$ cat config.mk
export PLATFORM = sky130hd
export DESIGN_NAME = mreg_xfer_seq
export DESIGN_NICKNAME = d
export VERILOG_FILES = /design/src/rtl/mxs_pkg.sv /design/src/rtl/mxs_first_set.sv /design/src/rtl/mxs_beat_pick.sv /design/src/rtl/mreg_xfer_seq.sv
export SDC_FILE = /design/constraint.sdc
export NUM_CORES = 1
export LEC_CHECK = 0
export BUFFER_PORTS_ARGS = -buffer_cell sky130_fd_sc_hd__buf_2
export CAP_MARGIN = 10
export CORE_MARGIN = 2
export CORE_UTILIZATION = 35
export CTS_CLUSTER_DIAMETER = 200
export DETAILED_ROUTE_END_ITERATION = 6
export PLACE_DENSITY = 0.55
export SYNTH_ARGS = -nofsm -noshare
export SYNTH_HDL_FRONTEND = slang
export SYNTH_SLANG_ARGS = --single-unit
$ cat constraint.sdc
create_clock -name clk -period 5.9 [get_ports clk]
set_input_delay 0.59 -clock clk [delete_from_list [all_inputs] [get_ports clk]]
set_output_delay 0.59 -clock clk [all_outputs]
set_load 0.05 [all_outputs]
$ cat src/rtl/mxs_pkg.sv
package mxs_pkg;

    // Number of register lanes a single memory beat can carry.
    localparam int unsigned LANES = 2;

    // Transfer direction as presented on load_i / load_o.
    typedef enum logic {
        DIR_STORE = 1'b0,
        DIR_LOAD  = 1'b1
    } xfer_dir_e;

endpackage

$ cat src/rtl/mxs_first_set.sv
// Finds the lowest set bit of a vector.
module mxs_first_set #(
    parameter int unsigned N  = 16,
    parameter int unsigned IW = 4
) (
    input  logic [N-1:0]  vec_i,
    output logic          found_o,
    output logic [IW-1:0] idx_o
);

    always_comb begin
        found_o = 1'b0;
        idx_o   = '0;
        // Scan downward so the lowest set bit is the last one written.
        for (int i = N - 1; i >= 0; i--) begin
            if (vec_i[i]) begin
                found_o = 1'b1;
                idx_o   = IW'(i);
            end
        end
    end

endmodule

$ cat src/rtl/mxs_beat_pick.sv
// Chooses the registers carried by one beat and the list left after it.
module mxs_beat_pick
    import mxs_pkg::*;
#(
    parameter int unsigned NREG = 16,
    parameter int unsigned IW   = 4
) (
    input  logic [NREG-1:0]  rem_i,
    input  logic             pair_ok_i,
    output logic [LANES-1:0] vld_o,
    output logic [IW-1:0]    idx0_o,
    output logic [IW-1:0]    idx1_o,
    output logic [NREG-1:0]  rem_nxt_o,
    output logic [1:0]       nwords_o
);

    logic            found0, found1;
    logic [IW-1:0]   first0, first1;
    logic [NREG-1:0] after0, after1;
    logic            take1;

    mxs_first_set #(.N(NREG), .IW(IW)) u_lane0 (
        .vec_i   (rem_i),
        .found_o (found0),
        .idx_o   (first0)
    );

    assign after0 = found0 ? (rem_i & ~(NREG'(1) << first0)) : rem_i;

    mxs_first_set #(.N(NREG), .IW(IW)) u_lane1 (
        .vec_i   (after0),
        .found_o (found1),
        .idx_o   (first1)
    );

    assign after1 = after0 & ~(NREG'(1) << first1);

    always_comb begin
        take1     = pair_ok_i && found0 && found1;
        vld_o     = {take1, found0};
        idx0_o    = first0;
        idx1_o    = take1 ? first1 : '0;
        rem_nxt_o = take1 ? after1 : after0;
        nwords_o  = take1 ? 2'd2 : (found0 ? 2'd1 : 2'd0);
    end

endmodule

$ cat src/rtl/mreg_xfer_seq.sv
module mreg_xfer_seq
    import mxs_pkg::*;
#(
    parameter int unsigned NREG = 16,
    parameter int unsigned AW   = 30,
    localparam int unsigned IW  = (NREG > 1) ? $clog2(NREG) : 1
) (
    input  logic             clk,
    input  logic             rst_n,
    input  logic             start_i,
    input  logic [NREG-1:0]  reg_list_i,
    input  logic [AW-1:0]    base_word_i,
    input  logic             load_i,
    output logic             stall_o,
    output logic [LANES-1:0] lane_vld_o,
    output logic [IW-1:0]    lane0_idx_o,
    output logic [IW-1:0]    lane1_idx_o,
    output logic [AW-1:0]    beat_word_o,
    output logic             load_o,
    output logic             done_o
);

    typedef struct packed {
        logic            busy;
        logic [NREG-1:0] rem;
        logic [AW-1:0]   waddr;
        xfer_dir_e       dir;
    } seq_state_t;

    seq_state_t st_d, st_q;

    logic [LANES-1:0] pick_vld;
    logic [IW-1:0]    pick_idx0, pick_idx1;
    logic [NREG-1:0]  pick_rem;
    logic [1:0]       pick_nwords;

    // A pair may only start on an even word (doubleword boundary).
    mxs_beat_pick #(.NREG(NREG), .IW(IW)) u_pick (
        .rem_i     (st_q.rem),
        .pair_ok_i (~st_q.waddr[0]),
        .vld_o     (pick_vld),
        .idx0_o    (pick_idx0),
        .idx1_o    (pick_idx1),
        .rem_nxt_o (pick_rem),
        .nwords_o  (pick_nwords)
    );

    always_comb begin
        st_d = st_q;
        if (!st_q.busy) begin
            if (start_i) begin
                st_d.busy  = 1'b1;
                st_d.rem   = reg_list_i;
                st_d.waddr = base_word_i;
                st_d.dir   = xfer_dir_e'(load_i);
            end
        end else begin
            st_d.rem   = pick_rem;
            st_d.waddr = st_q.waddr + AW'(pick_nwords);
            if (pick_rem == '0) begin
                st_d.busy = 1'b0;
            end
        end
    end

    always_ff @(posedge clk) begin
        if (!rst_n) begin
            st_q <= '0;
        end else begin
            st_q <= st_d;
        end
    end

    assign stall_o     = st_q.busy;
    assign lane_vld_o  = st_q.busy ? pick_vld : '0;
    assign lane0_idx_o = pick_idx0;
    assign lane1_idx_o = pick_idx1;
    assign beat_word_o = st_q.waddr;
    assign load_o      = (st_q.dir == DIR_LOAD);
    assign done_o      = st_q.busy && (pick_rem == '0);

    // ---------------------------------------------------------------
    // Assertions
    // ---------------------------------------------------------------
    assert_idle_quiet_R1: assert property (@(posedge clk) disable iff (!rst_n)
        !stall_o |-> (lane_vld_o == '0 && !done_o));

    assert_pair_order_R3: assert property (@(posedge clk) disable iff (!rst_n)
        lane_vld_o[1] |-> (lane_vld_o[0] && lane1_idx_o > lane0_idx_o));

    assert_next_beat_higher_R3: assert property (@(posedge clk) disable iff (!rst_n)
        (lane_vld_o[0] && !done_o) |=>
            (lane0_idx_o > ($past(lane_vld_o[1]) ? $past(lane1_idx_o) : $past(lane0_idx_o))));

    assert_addr_step_R4: assert property (@(posedge clk) disable iff (!rst_n)
        (lane_vld_o[0] && !done_o) |=>
            (beat_word_o == $past(beat_word_o) + ($past(lane_vld_o[1]) ? AW'(2) : AW'(1))));

    assert_pair_on_even_R6: assert property (@(posedge clk) disable iff (!rst_n)
        lane_vld_o[1] |-> !beat_word_o[0]);

    assert_stall_hold_R7: assert property (@(posedge clk) disable iff (!rst_n)
        (stall_o && !done_o) |=> stall_o);

    assert_release_after_done_R8: assert property (@(posedge clk) disable iff (!rst_n)
        done_o |=> (!stall_o && !done_o));

    assert_dir_stable_R11: assert property (@(posedge clk) disable iff (!rst_n)
        (stall_o && !done_o) |=> $stable(load_o));

endmodule

Word level (Yosys, flattened, before mapping):

Index checks and enable logic that the tools add are counted.

* add/subtract/negate cells: 1
* shifts and indexed selects: 2
* mux-type cells: 73
* bitwise gates (word level): 6
* reduce and logical (&&, ||, !) cells: 6

Operator list (number)
* $mux W4: 33
* $mux W48: 1
* $mux W47: 1
* $mux W1: 34
* $and A16 B16 Y16: 2
* $mux W16: 2
* $not A16 Y16: 2
* $shl A1 B4 Y16 const A: 2
* $add A30 B2 Y30: 1
* $logic_not A16 Y1: 1
* $mux W2: 2
* $logic_and A1 B1 Y1: 3
* $not A1 Y1: 2
* $reduce_and A2 Y1: 1
* $reduce_bool A2 Y1: 1

* register bits after elaboration: 48
* input port bits: 50
* output and inout bits: 43
* logic and storage cells: 92

Longest topological paths before layout:

Gate-level depths: netlist of run 1.

* word-level depth: 43
* depth in mapped cells: 20

Modules after synthesis:

From an unflattened synthesis of run 1, not the netlist that was laid out.

* cells, all modules: 506
* area, all modules: 3799.9 µm²

By module, submodules not included
* mreg_xfer_seq: instances 1, cells each 380, area each 3029.2 µm², seq. area each 960.9 µm²
* mxs_beat_pick: instances 1, cells each 60, area each 412.9 µm², seq. area each 0.0 µm²
* mxs_first_set: instances 2, cells each 33, area each 178.9 µm², seq. area each 0.0 µm²

Least setup slack after synthesis of run 1:

No wires, ideal clock.

* path type: register to output
* from: register st_q[32] (netlist name)
* to: output port done_o
* arrival: 3837 ps
* setup slack: 1473 ps
* cell stages (with the launch flop): 12
* cell sequence: dfxtp_1 -> buf_6 -> nor4_4 -> nand2_4 -> a211o_1 -> maj3_2 -> a21o_1 -> a311o_1 -> nand2_4 -> a31oi_1 -> or4_1 -> nor4_2

* cells in the longest elaborated chain, start to end: 28
* elaborated cells on any way between the ends: 48
* classes of those cells: shift (2); mux (38); bitwise (4); reduce/logical (4)

Ends and longest elaborated chain
* from (decl): line mreg_xfer_seq.sv:30 `seq_state_t st_d, st_q;`
* from (signal assigned): line mreg_xfer_seq.sv:70 `st_q <= st_d;`
* $mux W4 (2 in a row): line mxs_first_set.sv:16 `if (vec_i[i]) begin`
* $shl A1 B4 Y16: line mxs_beat_pick.sv:28 `assign after0 = found0 ? (rem_i & ~(NREG'(1) << first0)) : rem_i;`
* $not A16 Y16: line mxs_beat_pick.sv:28
* $and A16 B16 Y16: line mxs_beat_pick.sv:28
* $mux W16: line mxs_beat_pick.sv:28
* $mux W4 (16 in a row): line mxs_first_set.sv:16
* $shl A1 B4 Y16: line mxs_beat_pick.sv:36 `assign after1 = after0 & ~(NREG'(1) << first1);`
* $not A16 Y16: line mxs_beat_pick.sv:36
* $and A16 B16 Y16: line mxs_beat_pick.sv:36
* $mux W16 (*): line mxs_beat_pick.sv:43 `rem_nxt_o = take1 ? after1 : after0;`
* $logic_not A16 Y1 (*): line mreg_xfer_seq.sv:80 `assign done_o = st_q.busy && (pick_rem == '0);`
* $logic_and A1 B1 Y1 (*): line mreg_xfer_seq.sv:80
* to (decl): line mreg_xfer_seq.sv:20 `output logic done_o`

Mark *: on every way between the ends. The rest lies on a longest branch, timed or not.

Worst setup path in the final report of run 1:

* from: register st_q[36] (netlist name)
* to: output port done_o

* cells in the longest elaborated chain, start to end: 32
* elaborated cells on any way between the ends: 56
* classes of those cells: shift (2); mux (46); bitwise (4); reduce/logical (4)

Ends and longest elaborated chain (line)
* $mux W4 (6 in a row): mxs_first_set.sv:16
* $shl A1 B4 Y16: mxs_beat_pick.sv:28
* $not A16 Y16: mxs_beat_pick.sv:28
* $and A16 B16 Y16: mxs_beat_pick.sv:28
* $mux W16: mxs_beat_pick.sv:28
* $mux W4 (16 in a row): mxs_first_set.sv:16
* $shl A1 B4 Y16: mxs_beat_pick.sv:36
* $not A16 Y16: mxs_beat_pick.sv:36
* $and A16 B16 Y16: mxs_beat_pick.sv:36
* $mux W16 (*): mxs_beat_pick.sv:43
* $logic_not A16 Y1 (*): mreg_xfer_seq.sv:80
* $logic_and A1 B1 Y1 (*): mreg_xfer_seq.sv:80

Marks and branches as above.

==> results of run 1 <==
==> layout by cell type, fill, tap and decap left out, types with 7 or more instances in the layout <==
cell type and count:
sky130_fd_sc_hd__a311oi_1 9, sky130_fd_sc_hd__nand2_1 31, sky130_fd_sc_hd__inv_1 13, sky130_fd_sc_hd__nor3_1 9, sky130_fd_sc_hd__a21oi_1 54, sky130_fd_sc_hd__and3_1 15
sky130_fd_sc_hd__o21ai_0 34, sky130_fd_sc_hd__dfxtp_1 47, sky130_fd_sc_hd__a31oi_1 8, sky130_fd_sc_hd__mux2i_1 7, sky130_fd_sc_hd__nor2_1 41, sky130_fd_sc_hd__buf_2 92
sky130_fd_sc_hd__nor2b_1 17, sky130_fd_sc_hd__a211oi_1 11, sky130_fd_sc_hd__nand3_1 19, sky130_fd_sc_hd__a21boi_0 10, sky130_fd_sc_hd__and2_1 7, sky130_fd_sc_hd__nand4_1 7
==> critical path, stage by stage, from the launching register on <==
cell and delay, ns:
sky130_fd_sc_hd__dfxtp_1 0.61, sky130_fd_sc_hd__nor3b_1 0.12, sky130_fd_sc_hd__or4_1 0.51, sky130_fd_sc_hd__o21bai_1 0.30
sky130_fd_sc_hd__a211oi_1 0.35, sky130_fd_sc_hd__o211ai_1 0.20, sky130_fd_sc_hd__or2_1 0.33, sky130_fd_sc_hd__nor2_4 0.16
sky130_fd_sc_hd__a31oi_1 0.13, sky130_fd_sc_hd__or4_1 0.58, sky130_fd_sc_hd__nor4_2 0.41, sky130_fd_sc_hd__buf_2 0.34
==> per-layer routing <==
metal	track usage (%)	vias to the layer above	share of wire (%)
met3	3.45	21	6.5
li1	-	1928	-
met1	26.6	1871	43
met2	34.7	148	49
met4	5.95	0	1.9
met5	0	-	0
==> synthesized netlist by cell type, types with 3 or more instances <==
| library cell | instances | area [um2] |
|---|---|---|
| sky130_fd_sc_hd__a211oi_1 | 11 | 82.6 |
| sky130_fd_sc_hd__o211ai_1 | 6 | 45.0 |
| sky130_fd_sc_hd__nand2b_1 | 3 | 18.8 |
| sky130_fd_sc_hd__o21ai_1 | 4 | 20.0 |
| sky130_fd_sc_hd__buf_4 | 32 | 240 |
| sky130_fd_sc_hd__nand3_1 | 19 | 95.1 |
| sky130_fd_sc_hd__or2_2 | 3 | 18.8 |
| sky130_fd_sc_hd__nor3b_1 | 3 | 22.5 |
| sky130_fd_sc_hd__a311oi_1 | 9 | 78.8 |
| sky130_fd_sc_hd__nor3_1 | 9 | 45.0 |
| sky130_fd_sc_hd__nand2_1 | 31 | 116 |
| sky130_fd_sc_hd__and3_1 | 15 | 93.8 |
| sky130_fd_sc_hd__dfxtp_1 | 48 | 961 |
| sky130_fd_sc_hd__nor4_1 | 4 | 25.0 |
| sky130_fd_sc_hd__mux2i_1 | 7 | 70.1 |
| sky130_fd_sc_hd__nor2_1 | 41 | 154 |
| sky130_fd_sc_hd__o21a_1 | 3 | 22.5 |
| sky130_fd_sc_hd__nand4_1 | 7 | 43.8 |
| sky130_fd_sc_hd__o22ai_1 | 6 | 37.5 |
| sky130_fd_sc_hd__a21boi_0 | 10 | 75.1 |
| sky130_fd_sc_hd__or4_1 | 3 | 22.5 |
| sky130_fd_sc_hd__o211a_1 | 6 | 60.1 |
| sky130_fd_sc_hd__mux2_2 | 4 | 45.0 |
| sky130_fd_sc_hd__o21ai_0 | 34 | 170 |
| sky130_fd_sc_hd__and2_1 | 7 | 43.8 |
| sky130_fd_sc_hd__o31ai_1 | 4 | 30.0 |
| sky130_fd_sc_hd__a31o_2 | 4 | 35.0 |
| sky130_fd_sc_hd__a21oi_1 | 54 | 270 |
| sky130_fd_sc_hd__inv_1 | 13 | 48.8 |
| sky130_fd_sc_hd__a31oi_1 | 8 | 50.1 |
| sky130_fd_sc_hd__clkbuf_1 | 22 | 82.6 |
| sky130_fd_sc_hd__buf_2 | 3 | 15.0 |
| sky130_fd_sc_hd__nor2b_1 | 18 | 113 |
==> where the power goes <==
| group | leakage (nW) | total (mW) | internal [mW] | switching, mW |
|---|---|---|---|---|
| logic | 1.27 | 0.635 | 0.196 | 0.439 |
| registers | 0.397 | 0.405 | 0.355 | 0.0510 |
| clock network | 0.0614 | 0.264 | 0.139 | 0.125 |
==> cell families after synthesis <==
family	share of synthesized area (%)
mux	3.05
compound gates	32.7
simple gates	26.4
buf+inv	11.0
flops	25.4
fa+ha+maj	1.42
==> sequential cells by signal, indices dropped and copies added, names as in the netlist <==
name	flops
beat_word_o	30
st_q	16
load_o	1
stall_o	1
==> through the flow <==
stage	total power [mW]	instance area, um2	utilization (%)	hold WS (ns)	instances
finish	1.30	4200	40.3	0.471	682
global route	1.38	4200	40.3	0.506	682
CTS	1.31	4200	40.3	0.475	682
detailed placement	1.04	4080	39.1	0.460	674
global placement	1.05	4080	39.1	0.451	674
floorplan	0.908	3780	-	0.466	503
==> area by class of cell <==
| class | instances | area, um2 |
|---|---|---|
| flip-flops and latches | 48 | 962 |
| well taps | 136 | 170 |
| clock inverters | 2 | 38.8 |
| repair buffers | 96 | 490 |
| multi-input cells | 381 | 2400 |
| clock buffers | 6 | 82.6 |
| fillers | 1140 | 6220 |
| inverters | 13 | 48.8 |
==> how the worst max path moves through the flow <==
| stage | to | cells after the start | startpoint |
|---|---|---|---|
| after floorplan | done_o | 11 | st_q[32] |
| after global placement | beat_word_o[29] | 17 | st_q[32] |
| after detailed placement | beat_word_o[29] | 17 | st_q[32] |
| after CTS | done_o | 11 | st_q[36] |
| after global routing | beat_word_o[29] | 17 | st_q[32] |
| final | done_o | 11 | st_q[36] |
==> flow_results.org, run 1 <==
** Drt
- In the routed layout, each cell is associated on average with a via count of 5.82.
- Starting DRC count in detailed routing :: 171
- DRT antenna net count :: 0
- In the routed design, unresolved DRC markers number 0.
- Before antenna repair, the detailed router went through 4 iterations.
- Dividing the detail-routed wire length by the instance count gives 17.3 um.
- Number of vias in the routed layout :: 3968
- For this block, the routed nets add up to 11800 um of wire.

** Min path
- In this run the worst hold path is classified as reg2reg.
- Number of stages on the worst hold path :: 2
- Hold Path End :: load_o
- The startpoint identified for the worst hold timing path is load_o.

** Clock tree
- Post-CTS repair changed the size of 0 cells.
- Clock root cell :: sky130_fd_sc_hd__clkbuf_8
- Max H-tree Level :: 2
- Clock sink count :: 48
- # Post-CTS Setup Buffers :: 0
- After clock tree synthesis, the clock-pin slew on the worst setup and hold paths is 0.11 ns.
- TritonCTS built the clock tree.
- Source-to-sink clock delay at the later pin of the worst-skew pair :: 0.31 ns
- Clock Tree Buf Depth :: 2
- Hold buffer count at CTS :: 0
- Number of buffers created by CTS :: 5

** Global route
- Overall routing resource usage :: 20.5%
- Largest net degree at the start of global routing :: 61
- The via count of the first global-routing pass is 3771.
- Leftover overflow at the end of global routing :: 0
- Wire length of the first global-routing pass :: 19100 um
- The initial antenna violation count came to 0.

** Setup path
- Worst-path fanout max :: 11
- The worst register-to-register path ends at beat_word_o[29].
- The worst setup path is of the reg2out kind.
- Startpoint of the worst-slack reg-to-reg timing path :: st_q[36]
- STA puts the critical path data required time at 5.31 ns.
- Critical path startpoint category :: flop
- Minimum setup slack among reg-to-reg paths :: 0.98 ns
- STA puts the critical path data arrival time at ~4.3 ns.
- The worst setup path is captured at an output port.
- Reg2Reg Depth :: 17

** STA
- The smallest clock period supported by the final layout is computed as 4.93 ns.
- Measured against its own limit, the worst slew margin works out to 50.3%.
- Worst-margin pin slew :: 0.746 ns
- Setup violations remaining at the end of the flow were counted as 0.
- Setup repair after global routing left no endpoint under its margin.
- The clock arrives with ~0.012 ns of skew.
- The count of final hold-check violations is 0.
- Worst setup slack after layout :: 0.974 ns
- In the final timing run, aggregate negative setup slack is 0 ns.
- Final-report max-slew violation count :: 0
- Final cycle utilization of the critical path :: 83.5%
- FMAX :: 203 MHz

** Floorplanning
- Die Span Y :: 108 um
- Rows :: 37
- Core region area :: 10400 um2
- Width of the die :: 108 um
- 93 I/O pins were placed.
- The die covers 11600 um2.
- Effective utilization at floorplan :: between 30% and 40%

** Yosys
- Async set-or-reset flop fraction in the synthesized netlist :: 0%
- Unique cell type count in the Yosys netlist :: 73
- Summing every instance area after synthesis gives 3780 um2.
- The number of nets in the synthesized netlist is 555.
- Commonest register cell after synthesis :: sky130_fd_sc_hd__dfxtp_1
- Number of warnings reported in the yosys synthesis log :: 0
- Sequential fraction of the synthesis area :: between 20% and 30%
- A synthesized cell averages 7.51 um2.
- Number of flops mapped to enable cells by yosys :: 0
- Instance count of the mapped netlist :: 503
- Flip-flop and latch count after synthesis :: 48

** Cells and area
- 0 antenna diodes ended up in the layout.
- The final layout contains 597 nets.
- Fraction of layout cells with a size suffix above 1 :: 25.1%
- Layout-stage area growth over the synthesis result :: 11.1%

** Power and ir drop
- Peak supply drop :: 0.000141 V
- The analysis attributes to cell leakage a power of approximately 1.7 nW.
- For this design the ratio of total power to cell area is 311 nW/um2.

** Place
- At the end of routability-driven placement, the weighted congestion stood at 0.924.
- Summed over all nets, the half-perimeter wirelength after detailed placement is 8870 um.
- Post-place setup slack :: 1.01 ns
- Port buffering added 92 buffers.

** Status
- The flow ran to the end, and the final reports show no timing, DRC or antenna violations.

** Job
- Number of violations of the max-capacitance limit :: 0
No activity file was read; power rests on OpenSTA's default activity.
==> run 2, diff against run 1 <==
Clock period 5.9 ns to 4.8 ns, I/O delays scaled along.
==> flow_results.org, run 2 (synthesis gave the netlist of run 1 again) <==
** STA
- Worst-margin pin slew :: 0.714 ns
- Based on the critical path, the design can be clocked at up to 215 MHz.
- Final setup violating endpoints :: 0
- The count of final hold-check violations was 0.
- Setup TNS :: 0 ns
- After layout, the worst path uses between 90 and 100% of the clock period.
- Worst slew margin relative to its limit :: 52.4%
- The max-slew violation count is 0.
- Once routing completed, OpenROAD measured the worst setup slack at 0.142 ns.
- Setup repair after global routing left no endpoint under its margin.
- Between clock sinks in the finished design, the worst skew comes to 0.00820 ns.
- After layout, the minimum clock period comes to between 4 and 5 ns.

** Cells and area
- After the last flow step, the layout net total stands at 609.
- Antenna cell count :: 0
- Layout-stage area growth over the synthesis result :: 14.6%
- Flip-flop count of the largest register, all copies and words added :: 30
- Most used cells in the layout excluding fill and tap cells :: 91 x sky130_fd_sc_hd__buf_2, 54 x sky130_fd_sc_hd__a21oi_1, 44 x sky130_fd_sc_hd__dfxtp_1
- Most frequent standard cell in the layout excluding fill and tap cells :: sky130_fd_sc_hd__buf_2
- In the final layout, the share of cells above drive strength 1 is 28.5%.

** Setup path
- STA puts the critical path data arrival time at 4.18 ns.
- For this run, the slowest stage of the critical path takes 0.56 ns.
- Slowest library cell on the worst path :: sky130_fd_sc_hd__or4_1
- Most frequent CP cell :: sky130_fd_sc_hd__nand2_4
- Worst-path fanout max :: 10
- WP data required :: 4.32 ns
- The worst setup path is launched from a flop.
- Critical path type :: reg2out
- Critical path, cell by cell :: nor4_4 > nand2_4 > a211o_1 > maj3_2 > a21o_1 > a311o_1 > nand2_4 > a31oi_1 > or4_1 > nor4_2 > buf_4
- The critical path starts at st_q[31].
- STA classifies the critical path endpoint as an output port.
- Startpoint of the worst-slack reg-to-reg timing path :: st_q[31]

** Global route
- Entering global routing, the biggest net connects 45 pins.
- The via count of the first global-routing pass is 3767.
- Summed over all layers, the global routing overflow is 0.
- Overall routing resource usage :: between 20 and 25%
- The initial antenna violation count is 0.
- The first global-routing pass estimated 19800 um of wire.

** Place
- Post-place setup slack :: 0.149 ns
- Final GP Congestion :: 0.939
- Count of port buffers added during placement :: 92
- Post-DP HPWL :: 9440 um

** Min path
- In this run the worst hold path is classified as in2reg.
- HP Start :: base_word_i[0]

** Drt
- In the final routed layout, each cell accounts on average for approximately 18 um.
- Summing over every cut layer, the via total after detailed routing is about 4.1k.
- Final Routed Wirelength :: 12700 um
- For this block, the initial DRC count from the detailed router was approximately 190.
- Vias per std cell :: 5.86
- The first TritonRoute pass finished after 5 iterations.
- In the routed design, unresolved DRC markers number 0.
- Once detail routing completed, the nets flagged for antenna violations numbered 0.

** Clock tree
- Clock-pin slew reported for the worst setup and hold paths after clock tree synthesis :: 0.11 ns
- The number of clock buffers added by TritonCTS is 5.
- Max H-tree Level :: 2
- Clock Tree Buf Depth :: 2
- TritonCTS built the clock tree.
- The clock reaches the later pin of the worst-skew pair after 0.31 ns.
- Clock sink count :: 48
- The tree is rooted in a sky130_fd_sc_hd__clkbuf_8.

** Floorplanning
- 93 I/O pins were placed.
- The die is 108 um tall.
- The initial utilization of the core area, before any placement, comes to 36.3%.
- The die is roughly 110 um wide.
- The floorplan step defined a die boundary enclosing 11600 um2.
- Rows :: 37
- Core region area :: 10400 um2

** Status
- The run finished with clean final reports.

** Power and ir drop
- Peak supply drop :: 0.000164 V
- Leakage Power :: roughly 1.8 nW
- Power per cell area :: around 380 nW/um2

** Job
- Across the run, the number of max-cap violations was 0.
## run 2: timing repair
item / CTS / global route
hold buffers: 0 / 0
setup endpoints to repair: 0 / 14
gates resized for setup: 0 / 13
setup buffers: 0 / 1
endpoints found under the hold margin: 0 / 0
## run 2: routing by layer
metal / part of all wire [%] / GRT usage (%) / up-vias
li1: - / - / 1950
met2: 49 / 36.3 / 166
met4: 2.0 / 6.41 / 0
met5: 0 / 0 / -
met3: 5.7 / 3.45 / 26
met1: 43 / 28.4 / 1928
## run 2: worst paths after layout
kind / end / cells past startpoint / slack, ns
worst max register to register: beat_word_o[29] / 18 / 0.34
worst min-delay path: beat_word_o[0] / 3 / 0.40
worst max-delay path: done_o / 11 / 0.14
worst min register to register: load_o / 2 / 0.48
## run 2: power by group
part	internal, mW	switching, mW	total, mW
combinational	0.264	0.556	0.820
sequential	0.436	0.0687	0.505
clock	0.157	0.162	0.320
total	0.857	0.787	1.64
## run 2: worst max-delay path, delay by kind of cell, from the launching register on
| family | cells | cell delay [ns] |
|---|---|---|
| flops | 1 | 0.39 |
| simple gates | 5 | 1.77 |
| fa+ha+maj | 1 | 0.35 |
| compound gates | 4 | 1.07 |
| buf+inv | 1 | 0.27 |
## run 2: area by class of cell
type	instances	area, um2
inverters	13	48.8
well taps	136	170
clock inverters	3	46.3
multi-input cells	381	2450
clock buffers	5	68.8
fillers	1136	6080
repair buffers	108	583
flip-flops and latches	48	966
## run 2: stage by stage
stage | hold WS, ns | cell area [um2] | util [%] | power [mW] | cells
final | 0.398 | 4330 | 41.6 | 1.64 | 694
after detailed placement | 0.472 | 4160 | 39.9 | 1.31 | 685
after global routing | 0.412 | 4330 | 41.6 | 1.74 | 694
after CTS | 0.394 | 4270 | 41.0 | 1.64 | 693
after floorplan | 0.466 | 3780 | - | 1.12 | 503
after global placement | 0.452 | 4160 | 39.9 | 1.31 | 685
